File: src/rtl/spi_port_pkg.sv
package spi_port_pkg;

  localparam int DIV_MAX = 128;
  localparam int DIV_W   = $clog2(DIV_MAX) + 1;

  localparam int BIT_CPHA   = 2;
  localparam int BIT_CPOL   = 3;
  localparam int BIT_MASTER = 4;
  localparam int BIT_IGNSS  = 5;
  localparam int BIT_RATEHI = 7;

  typedef struct packed {
    logic [2:0] rate;
    logic       ign_ss;
    logic       master;
    logic       cpol;
    logic       cpha;
  } spi_cfg_t;

  function automatic spi_cfg_t cfg_decode(input logic [7:0] c);
    spi_cfg_t r;
    r.rate   = {c[BIT_RATEHI], c[1:0]};
    r.ign_ss = c[BIT_IGNSS];
    r.master = c[BIT_MASTER];
    r.cpol   = c[BIT_CPOL];
    r.cpha   = c[BIT_CPHA];
    return r;
  endfunction

  // system cycles per half period of the serial clock
  function automatic logic [DIV_W-1:0] half_div(input logic [2:0] code);
    logic [DIV_W-1:0] one;
    one = '0;
    one[0] = 1'b1;
    if (code == 3'd7) return one;
    return one << (int'(code) + 1);
  endfunction

endpackage

File: src/rtl/spi_rate_gen.sv
module spi_rate_gen
  import spi_port_pkg::*;
(
  input  logic             clk,
  input  logic             rst_n,
  input  logic             start,
  input  logic             stop,
  input  logic             cpol,
  input  logic [DIV_W-1:0] hdiv,
  output logic             busy,
  output logic             sck,
  output logic             tick
);
  logic [DIV_W-1:0] hc;

  assign tick = busy && (hc >= hdiv - 1'b1);

  always_ff @(posedge clk or negedge rst_n) begin
    if (!rst_n) begin
      busy <= 1'b0;
      hc   <= '0;
      sck  <= 1'b0;
    end else if (!busy) begin
      hc   <= '0;
      sck  <= cpol;
      busy <= start;
    end else begin
      if (tick) begin
        hc  <= '0;
        sck <= ~sck;
      end else begin
        hc <= hc + 1'b1;
      end
      if (stop) busy <= 1'b0;
    end
  end
endmodule

File: src/rtl/spi_pin_sync.sv
module spi_pin_sync #(
  parameter int STAGES = 2
) (
  input  logic clk,
  input  logic rst_n,
  input  logic sck_in,
  input  logic mosi_in,
  input  logic ss_n_in,
  output logic sck_edge,
  output logic mosi_s,
  output logic ss_n_s
);
  logic [STAGES-1:0] sck_p, mosi_p, ss_p;
  logic              sck_d;

  always_ff @(posedge clk or negedge rst_n) begin
    if (!rst_n) begin
      sck_p  <= '0;
      mosi_p <= '0;
      ss_p   <= '1;
      sck_d  <= 1'b0;
    end else begin
      sck_p  <= {sck_p[STAGES-2:0], sck_in};
      mosi_p <= {mosi_p[STAGES-2:0], mosi_in};
      ss_p   <= {ss_p[STAGES-2:0], ss_n_in};
      sck_d  <= sck_p[STAGES-1];
    end
  end

  assign sck_edge = sck_p[STAGES-1] ^ sck_d;
  assign mosi_s   = mosi_p[STAGES-1];
  assign ss_n_s   = ss_p[STAGES-1];
endmodule

File: src/rtl/spi_shift_core.sv
module spi_shift_core #(
  parameter int DW = 8,
  localparam int CW = $clog2(2 * DW)
) (
  input  logic          clk,
  input  logic          rst_n,
  input  logic          clr,
  input  logic          ev,
  input  logic          cpha,
  input  logic          din,
  input  logic          load,
  input  logic [DW-1:0] ldata,
  output logic [DW-1:0] shreg,
  output logic [CW-1:0] cnt,
  output logic          done
);
  localparam logic [CW-1:0] LAST = CW'(2 * DW - 1);

  logic sbit;
  logic is_sample, is_shift;

  assign is_sample = ev && (cnt[0] == cpha);
  assign is_shift  = ev && !is_sample;
  assign done      = ev && (cnt == LAST);

  always_ff @(posedge clk or negedge rst_n) begin
    if (!rst_n) begin
      shreg <= '0;
      sbit  <= 1'b0;
      cnt   <= '0;
    end else begin
      if (load) shreg <= ldata;
      if (clr)     cnt <= '0;
      else if (ev) cnt <= cnt + 1'b1;
      if (is_sample) begin
        if (done) shreg <= {shreg[DW-2:0], din};
        else      sbit  <= din;
      end
      if (is_shift && !(cpha && cnt == '0))
        shreg <= {shreg[DW-2:0], sbit};
    end
  end
endmodule

File: src/rtl/spi_port_ctrl.sv
module spi_port_ctrl
  import spi_port_pkg::*;
#(
  parameter int DW = 8,
  localparam int CW = $clog2(2 * DW)
) (
  input  logic          clk,
  input  logic          rst_n,
  input  logic          bus_sel,
  input  logic          bus_we,
  input  logic [1:0]    bus_addr,
  input  logic [DW-1:0] bus_wdata,
  output logic [DW-1:0] bus_rdata,
  output logic          sck_out,
  output logic          mosi_out,
  input  logic          miso_in,
  input  logic          sck_in,
  input  logic          mosi_in,
  input  logic          ss_n_in,
  output logic          miso_out
);
  logic [DW-1:0] ctrl_q;
  spi_cfg_t      cfg;
  logic          is_master, cpol_w, cpha_w;

  logic wr_ctrl, wr_data, rd_stat, acc_data;
  logic m_busy, m_sck, m_tick, m_start;
  logic s_edge, s_mosi, s_ss_n;
  logic slave_active, busy, edge_evt, din, clr_cnt, load, done_evt;
  logic [DW-1:0] shreg;
  logic [CW-1:0] bit_cnt;
  logic xfer_flag, clr_armed;

  assign cfg       = cfg_decode(ctrl_q[7:0]);
  assign is_master = cfg.master;
  assign cpol_w    = cfg.cpol;
  assign cpha_w    = cfg.cpha;

  assign wr_ctrl  = bus_sel && bus_we && (bus_addr == 2'd0);
  assign wr_data  = bus_sel && bus_we && (bus_addr == 2'd2);
  assign rd_stat  = bus_sel && !bus_we && (bus_addr == 2'd1);
  assign acc_data = bus_sel && (bus_addr == 2'd2);

  assign slave_active = !is_master && (!s_ss_n || (cfg.ign_ss && cpha_w));
  assign busy     = is_master ? m_busy : (slave_active && bit_cnt != '0);
  assign edge_evt = is_master ? m_tick : (s_edge && slave_active);
  assign din      = is_master ? miso_in : s_mosi;
  assign clr_cnt  = is_master ? !m_busy : !slave_active;
  assign m_start  = wr_data && is_master && !m_busy;
  assign load     = wr_data && !busy;

  spi_rate_gen u_rate (
    .clk  (clk),
    .rst_n(rst_n),
    .start(m_start),
    .stop (done_evt),
    .cpol (cpol_w),
    .hdiv (half_div(cfg.rate)),
    .busy (m_busy),
    .sck  (m_sck),
    .tick (m_tick)
  );

  spi_pin_sync #(.STAGES(2)) u_sync (
    .clk     (clk),
    .rst_n   (rst_n),
    .sck_in  (sck_in),
    .mosi_in (mosi_in),
    .ss_n_in (ss_n_in),
    .sck_edge(s_edge),
    .mosi_s  (s_mosi),
    .ss_n_s  (s_ss_n)
  );

  spi_shift_core #(.DW(DW)) u_core (
    .clk  (clk),
    .rst_n(rst_n),
    .clr  (clr_cnt),
    .ev   (edge_evt),
    .cpha (cpha_w),
    .din  (din),
    .load (load),
    .ldata(bus_wdata),
    .shreg(shreg),
    .cnt  (bit_cnt),
    .done (done_evt)
  );

  always_ff @(posedge clk or negedge rst_n) begin
    if (!rst_n) begin
      ctrl_q    <= '0;
      xfer_flag <= 1'b0;
      clr_armed <= 1'b0;
    end else begin
      if (wr_ctrl) ctrl_q <= bus_wdata;
      if (done_evt)                    xfer_flag <= 1'b1;
      else if (clr_armed && acc_data)  xfer_flag <= 1'b0;
      if (clr_armed && acc_data)       clr_armed <= 1'b0;
      else if (rd_stat && xfer_flag)   clr_armed <= 1'b1;
    end
  end

  always_comb begin
    bus_rdata = '0;
    case (bus_addr)
      2'd0: bus_rdata = ctrl_q;
      2'd1: bus_rdata[7] = xfer_flag;
      2'd2: bus_rdata = shreg;
      default: bus_rdata = '0;
    endcase
  end

  assign sck_out  = is_master ? m_sck : cpol_w;
  assign mosi_out = is_master ? shreg[DW-1] : 1'b0;
  assign miso_out = is_master ? 1'b0 : shreg[DW-1];
endmodule

File: config.mk
export PLATFORM = sky130hd
export DESIGN_NAME = spi_port_ctrl
export DESIGN_NICKNAME = d
export VERILOG_FILES = /design/src/rtl/spi_port_pkg.sv /design/src/rtl/spi_rate_gen.sv /design/src/rtl/spi_pin_sync.sv /design/src/rtl/spi_shift_core.sv /design/src/rtl/spi_port_ctrl.sv
export SDC_FILE = /design/constraint.sdc
export NUM_CORES = 1
export LEC_CHECK = 0
export BUFFER_PORTS_ARGS = -buffer_cell sky130_fd_sc_hd__buf_2
export CORE_UTILIZATION = 58
export CTS_CLUSTER_SIZE = 12
export DETAILED_ROUTE_END_ITERATION = 6
export PLACE_DENSITY_LB_ADDON = 0.1
export SYNTH_ARGS = -nofsm -noshare
export SYNTH_HDL_FRONTEND = slang
export SYNTH_SLANG_ARGS = --single-unit
File: constraint.sdc
create_clock -name clk -period 7.5 [get_ports clk]
set_clock_uncertainty 0.15 [all_clocks]
set_input_delay 1.5 -clock clk [delete_from_list [all_inputs] [get_ports clk]]
set_output_delay 1.5 -clock clk [all_outputs]
set_load 0.005 [all_outputs]
* Word level (Yosys, flattened, before mapping)
Cells that the tools add are included.
** Word-level totals
- Bits in latches :: 0
- RAM bits :: 0
- Memories :: 0
- Bits in registers :: 40
- ROM bits :: 0
** Operators by class
- $mul :: 0
- Equality and inequality tests :: 6
- Shift operators :: 1
- $lt $le $gt $ge :: 1
- Div/mod/pow operators :: 0
- Reduce and logical (&&, ||, !) cells :: 37
- Mux-type cells :: 28
- $add $sub $neg :: 4
- Bitwise gates (word level) :: 3
** Operators with widths (number)
- 2-to-1 mux 8 bit :: 8
- logical AND 1 bit :: 21
- 2-to-1 mux 1 bit :: 16
- case mux 7 bit (2 select lines) :: 1
- adder 8 x 1 -> 8 bit, second input constant :: 1
- >= comparator 8 bit :: 1
- zero test 1 bit :: 8
- 2-to-1 mux 4 bit :: 2
- << shifter 1 x 4 -> 8 bit, first input constant :: 1
- subtractor 8 x 1 -> 8 bit, second input constant :: 1
- nonzero test 2 bit :: 3
- adder 3 x 1 -> 4 bit, second input constant :: 1
- adder 4 x 1 -> 4 bit, second input constant :: 1
- == test 4 bit, second input constant :: 1
- zero test 4 bit :: 1
- nonzero test 4 bit :: 1
- == test 3 bit, second input constant :: 1
- case mux 1 bit (3 select lines) :: 1
- == test 2 x 1 -> 1 bit, second input constant :: 1
- == test 2 bit, second input constant :: 1
- zero test 2 bit :: 1
- != test 2 bit, second input constant :: 1
- inverter 1 bit :: 2
- AND reduction 2 bit :: 1
- 3 further kinds :: 3

* Logic depth before layout (Yosys ltp)
Gate-level depths: netlist of the first run.
- Depth in word-level cells :: 12
- Gate-level depth with buffers :: 16
- Mapped depth without buffers :: 14

* Modules after synthesis
A second synthesis of the first run with hierarchy kept.
** Second synthesis, totals
- Cell total of the unflattened synthesis :: 225
- Area total of the unflattened synthesis :: 2374.8 um2
** Modules (own cells, without submodules)
- spi_rate_gen :: cells an instance 82, times used 1, area each 752.0 um2
- spi_shift_core :: cells an instance 60, times used 1, area each 721.9 um2
- spi_port_ctrl :: cells an instance 75, times used 1, area each 714.4 um2
- spi_pin_sync :: cells an instance 8, times used 1, area each 186.4 um2

* Worst setup path after synthesis of the first run
OpenSTA, ideal clock, no wires.
- Kind :: input-to-output
- From :: in bus_addr[1]
- To :: out bus_rdata[0]
- Setup slack :: 3.695 ns
- Data arrival time :: 2.155 ns
- Path buffers :: 1
- Stages :: 3
- Data required time :: 5.850 ns
- Cells stage by stage :: buf_1 > mux2i_1 > nor2_1
** On the way
- Word-level cells in the longest chain between the ends :: 2
- Elaborated cells between the ends (all ways) :: 3
** RTL lines
- start: declaration :: line spi_port_ctrl.sv:11 : input logic [1:0] bus_addr,
- == test 2 bit / zero test 2 bit (equally long branches) :: line spi_port_ctrl.sv:105 : case (bus_addr)
- case mux 7 bit (2 select lines) * :: line spi_port_ctrl.sv:105
- end: declaration :: line spi_port_ctrl.sv:13 : output logic [DW-1:0] bus_rdata,
Every way passes the cells marked *; elsewhere a longest branch is shown, timed or not.

* Worst setup path in the final report of the first run
- From :: in bus_addr[1]
- To :: out bus_rdata[1]
Same word-level chain as after synthesis.

==> results.yml, run 1 <==
clock_tree:
  clk_latency_ns: 0.30
  cts.sinks: 40
  postCtsSetupBuffers: 0
  clockRootBuffer: "clkbuf_8"
  clk_pin_slew_worst_paths_ns: 0.08
  post_cts_resized: 0
  ctsHoldBuffers: 0
  clk_path_buf_depth: 2
  htreeDepth: 2
  cts_tree: "yes"
  numCtsBuffers: 5
critical_path:
  rrSetupSlack_ns: 3.65
  worstReg2RegStart: "ctrl_q[1]"
  reg2reg_to: "u_core.shreg[6]"
  required_ns: 5.85
  critPathArrivalTime_ns: 2.23
  critPathKind: "in2out"
  endpoint_kind: "output pin"
  path_max_fanout: 14
  r2r_cells: 14
  start_kind: "primary input"
route:
  dr.pass1.iters: 4
  vias: 1863
  drtIter0Drc: 136
  via_per_inst: 5.750
  wl_mm: 4.800
  ant_nets: 0
  drc: 0
  wl_per_cell_um: 14.81
floorplan:
  die_h_um: 67.29
  io_pins: 29
  core_area_um2: 4058
  die_x_um: 67.29
  die_area_um2: 4528
  rows: 23
  initial_core_util: 0.6093
placed_design:
  gp_congestion: 0.7896
  place_hpwl_mm: 3.472
  place.port_buffers: 28
synth:
  yosysTopAreaCell: "dfrtp_1"
  ys_ff_latch: 40
  synth.top_cell.area_share: 0.3846
  yosysUniqueCellTypes: 48
  synth_compound_area_frac: 0.1225
  synth_mux_area_frac: 0.1478
  yosys-top-cells-count: "dfrtp_1 (38), nor2_1 (27), mux2_2 (20), ha_1 (18), nand2_1 (16)"
  syn_area_um2: 2472
  synthArstFlopShare: 1.000
  synth_top_flop_cell: "dfrtp_1"
  yosys.area_share.adder: 0.09109
  synthSimpleGateAreaFrac: 0.1498
  synth-edff-count: 0
  netlist_instances: 247
  yosysMostFrequentCell: "dfrtp_1"
  yosysWarnings: 0
  synthXorXnorAreaFrac: 0.04605
  synthTopCellsByArea: "dfrtp_1 (38%), ha_1 (9.1%), mux2_2 (9.1%)"
  syn-num-nets: 283
  syn_area_per_cell_um2: 10.01
  synth_top_family_by_area: "simple AND/OR/NAND/NOR gates"
  synth-seq-area-share: 0.4059
timing:
  final.min_clock_period_ns: 3.879
  max_freq_ghz: 0.2578
  worstMarginPinSlew_ns: 0.8967
  min_period_over_period: 0.5172
  slew_headroom: 0.4022
  setup_tns_ns: 0
  hold_viol: 0
  rsz0062_at_grt: "false"
  finalSetupViolations: 0
  final_max_slew_viol_count: 0
hold_path:
  min_from: "u_sync.mosi_p[0]"
  min_path_type: "reg2reg"
  min_to: "u_sync.mosi_p[1]"
  hold_depth: 0
cells_and_area:
  syn_to_final_growth_pct: 10.43
  drive_gt1_frac: 0.2299
  layout.nets: 309
  insertedDiodeCount: 0
  fillerInstances: 334
power:
  ir_drop_mv: 0.1522
  total_power_mw: 0.7635
  p_leak_nw: 1.277
  power_density_nw_per_um2: 279.7
global_routing:
  grt_pass1_vias: 1707
  grt_max_degree: 41
  antenna_found_initial: 0
  grt_overflow: 0
  track_usage: 0.2426
  grt_first_pass_wirelength_mm: 7.983
run_status:
  status: "finished clean"
run:
  maxCapViolCount: 0
==> final cells by class <==
cell class	count	area, um2	share of cell area
clock buffer	7	86.33	0.03162
multi-input combinational	184	1378	0.5046
timing repair buffer	28	140.1	0.05133
inverter	14	52.55	0.01925
tap	50	62.56	0.02291
sequential	40	1003	0.3676
clock inverter	1	7.507	0.002750
==> worst max-delay path, cell delays in order <==
cell     delay, ns
buf_2         0.30
mux2i_1       0.24
nor2_1        0.05
buf_2         0.13
==> cells by family after synthesis <==
group | Yosys count
fa+ha+maj | 18
buf+inv | 23
compound gates | 43
xor+xnor | 13
flops | 40
simple gates | 76
mux | 34
==> report_power, final <==
group / total, mW / internal (mW) / switching, mW
sequential: 0.326 / 0.266 / 0.0597
clock: 0.151 / 0.0748 / 0.0765
combinational: 0.287 / 0.141 / 0.145
total: 0.764 / 0.482 / 0.281
==> per-stage QoR <==
step	cells	setup slack, ns	hold WS, ns	cell area, um2	utilization
CTS	324	3.612	0.2025	2730	0.6728
global placement	316	3.642	0.1814	2636	0.6497
global route	324	3.329	0.2145	2730	0.6728
detailed placement	316	3.615	0.1847	2636	0.6497
finish	324	3.621	0.2014	2730	0.6728
floorplan	247	3.695	0.1812	2472	-
==> how the worst max path moves through the flow <==
stage | start | to | slack (ns) | depth (start not counted)
after detailed placement | bus_addr[1] | bus_rdata[1] | 3.62 | 4
after floorplan | bus_addr[1] | bus_rdata[0] | 3.70 | 3
final | bus_addr[1] | bus_rdata[1] | 3.62 | 4
after global placement | bus_addr[1] | bus_rdata[1] | 3.64 | 4
after global routing | ctrl_q[1] | u_core.shreg[3] | 3.33 | 14
after CTS | bus_addr[1] | bus_rdata[1] | 3.61 | 4
==> per-layer routing <==
| layer | track usage | part of all wire |
|---|---|---|
| met1 | 0.3557 | 0.50 |
| met2 | 0.3500 | 0.42 |
| met3 | 0.05405 | 0.063 |
| met4 | 0.08511 | 0.013 |
| met5 | 0 | 0 |
==> layout by cell type (no fill, tap or decap), types with 2 or more instances in the layout <==
cell type	count
dfrtp_1	38
buf_2	28
nor2_1	27
mux2_2	20
ha_1	18
nand2_1	16
inv_1	14
mux2i_1	14
o21ai_0	10
a21oi_1	9
xor2_1	9
nand3_1	8
clkbuf_8	6
nor2b_1	4
xnor2_1	4
nand2b_1	3
nand3b_1	3
nor4_1	3
a31oi_1	3
and3_1	3
o22ai_1	2
a211o_1	2
nor3_1	2
o21a_1	2
a41oi_1	2
dfstp_2	2
==> sequential cells by signal, indices dropped and copies added (netlist names) <==
| signal | cells |
|---|---|
| u_sync.sck_p | 2 |
| u_sync.mosi_p | 2 |
| u_core.cnt | 4 |
| u_core.shreg | 8 |
| u_sync.ss_p | 2 |
| clr_armed | 1 |
| u_rate.hc | 8 |
| u_core.sbit | 1 |
| u_rate.sck | 1 |
| xfer_flag | 1 |
| u_sync.sck_d | 1 |
| u_rate.busy | 1 |
| ctrl_q | 8 |
Power figures use the tool's default switching activity.
==> run 2, diff against run 1 <==
- clock period: 7.5 -> 4 ns (I/O delays scaled with it)
==> results.yml, run 2 (synthesized netlist as in run 1, its figures left out) <==
placed_design:
  place_hpwl_mm: 3.630
  postPlaceCellArea_um2: 2659
  place.port_buffers: 28
  gp_congestion: 0.8357
timing:
  max_freq_ghz: 0.2781
  final.min_clock_period_ns: 3.596
  slew_headroom: 0.4272
  setup_tns_ns: 0
  final_max_slew_viol_count: 0
  worstMarginPinSlew_ns: 0.8593
  finalSetupViolations: 0
  hold_viol: 0
  min_period_over_period: 0.8991
  rsz0062_at_grt: "false"
route:
  via_per_inst: 5.636
  dr.pass1.iters: 4
  drtIter0Drc: 102
  met1_length_mm: 2.498
  highest_layer: "met4"
  wl_mm: 4.877
  wl_met3_um: 164
  drc: 0
  routed-wl-met2_mm: 2.146
  ant_nets: 0
  wl_per_cell_um: 14.91
  vias: 1843
critical_path:
  path_max_fanout: 8
  endpoint_kind: "flip-flop"
  rrSetupSlack_ns: 0.40
  critPathArrivalTime_ns: 3.62
  max_stage_delay_ns: 0.38
  critPathKind: "reg2reg"
  cp_slowest_cell: "mux2_2"
  r2r_cells: 14
  reg2reg_to: "u_core.shreg[6]"
  start_kind: "flip-flop"
  worstReg2RegStart: "ctrl_q[1]"
  cp_cell_sequence: "inv_1 > nor2_1 > ha_1 > nor2b_1 > o21ai_0 > a211o_1 > a21oi_1 > o32a_1 > ha_1 > o21a_1 > nor2_1 > o21ba_2 > nor3_4 > mux2_2"
  required_ns: 4.02
  crit_family: "compound AO/OA/AOI/OAI gates"
  crit_buf_inv: 1
power:
  power_density_nw_per_um2: 543.7
  p_leak_nw: 1.312
  ir_drop_mv: 0.3673
floorplan:
  die_x_um: 67.29
  io_pins: 29
  die_h_um: 67.29
  rows: 23
  die_area_um2: 4528
  initial_core_util: 0.6093
  core_area_um2: 4058
clock_tree:
  ctsHoldBuffers: 0
  htreeDepth: 2
  cts_tree: "yes"
  clk_pin_slew_worst_paths_ns: 0.08
  cts.sinks: 40
  post_cts_resized: 0
  clk_path_buf_depth: 2
  numCtsBuffers: 5
  clockRootBuffer: "clkbuf_8"
  postCtsSetupBuffers: 0
  clk_latency_ns: 0.29
global_routing:
  grt_max_degree: 41
  grt_pass1_vias: 1693
  grt_overflow: 0
  track_usage: 0.2411
  antenna_found_initial: 0
  grt_first_pass_wirelength_mm: 7.886
cells_and_area:
  multi_input_area_um2: 1378
  final_cell_mix: "dfrtp_1 (38), buf_2 (28), nor2_1 (27)"
  insertedDiodeCount: 0
  reg_top3: "ctrl_q: 8 flops, u_core.shreg: 8 flops, u_rate.hc: 8 flops"
  syn_to_final_growth_pct: 12.65
  layout.nets: 312
  drive_gt1_frac: 0.2419
  register_area_um2: 1003
  post-route-cell-area_um2: 2785
  fillerInstances: 335
  final_common_cell: "dfrtp_1"
hold_path:
  hold_depth: 0
  min_path_type: "reg2reg"
  min_to: "u_sync.sck_p[1]"
  min_from: "u_sync.sck_p[0]"
run:
  maxCapViolCount: 0
run_status:
  status: "finished clean"
## run 2: changes by cell type in the layout (fill, tap and decap cells not counted), sizes merged
cell      delta
bufinv       +1
clkinvlp     -1
buf          +3
## run 2: layer usage
layer,vias to the layer above,global-route usage
met4,0,0.07979
met1,881,0.3301
li1,926,-
met5,-,0
met2,30,0.3750
met3,6,0.05574
## run 2: layout make-up
| type | instances | area share |
|---|---|---|
| multi-input combinational | 184 | 0.4946 |
| sequential | 40 | 0.3603 |
| timing repair buffer | 31 | 0.05840 |
| clock buffer | 7 | 0.03459 |
| tap | 50 | 0.02246 |
| inverter | 14 | 0.01887 |
| clock inverter | 1 | 0.01078 |
## run 2: worst max-delay path by stage
stage                           end      start  depth (start not counted)
floorplan           u_core.shreg[1]  ctrl_q[1]                         14
global placement    u_core.shreg[4]  ctrl_q[7]                         12
detailed placement  u_core.shreg[7]  ctrl_q[1]                         14
CTS                 u_core.shreg[6]  ctrl_q[1]                         14
global route        u_core.shreg[6]  ctrl_q[1]                         13
finish              u_core.shreg[6]  ctrl_q[1]                         14
## run 2: stage by stage
stage	hold slack (ns)	setup slack, ns	power [mW]	instances	util
floorplan	0.1812	0.5480	1.003	247	-
global placement	0.1815	0.5179	1.146	319	0.6553
detailed placement	0.1847	0.4509	1.158	319	0.6553
CTS	0.1949	0.4207	1.525	327	0.6864
global route	0.1973	0.1923	1.623	327	0.6864
finish	0.1901	0.4036	1.514	327	0.6864
## run 2: report_power, final
part | total (mW) | leakage, nW | internal, mW | switching (mW)
logic | 0.553 | 0.756 | 0.271 | 0.282
clock network | 0.361 | 0.0645 | 0.220 | 0.141
registers | 0.600 | 0.492 | 0.499 | 0.101
## run 2: worst register-to-register path, cell delays in order (launching register included)
cell and delay, ns:
dfrtp_1 0.35, inv_1 0.09, nor2_1 0.20, ha_1 0.36, nor2b_1 0.08, o21ai_0 0.24, a211o_1 0.19, a21oi_1 0.07
o32a_1 0.30, ha_1 0.28, o21a_1 0.11, nor2_1 0.06, o21ba_2 0.25, nor3_4 0.36, mux2_2 0.39
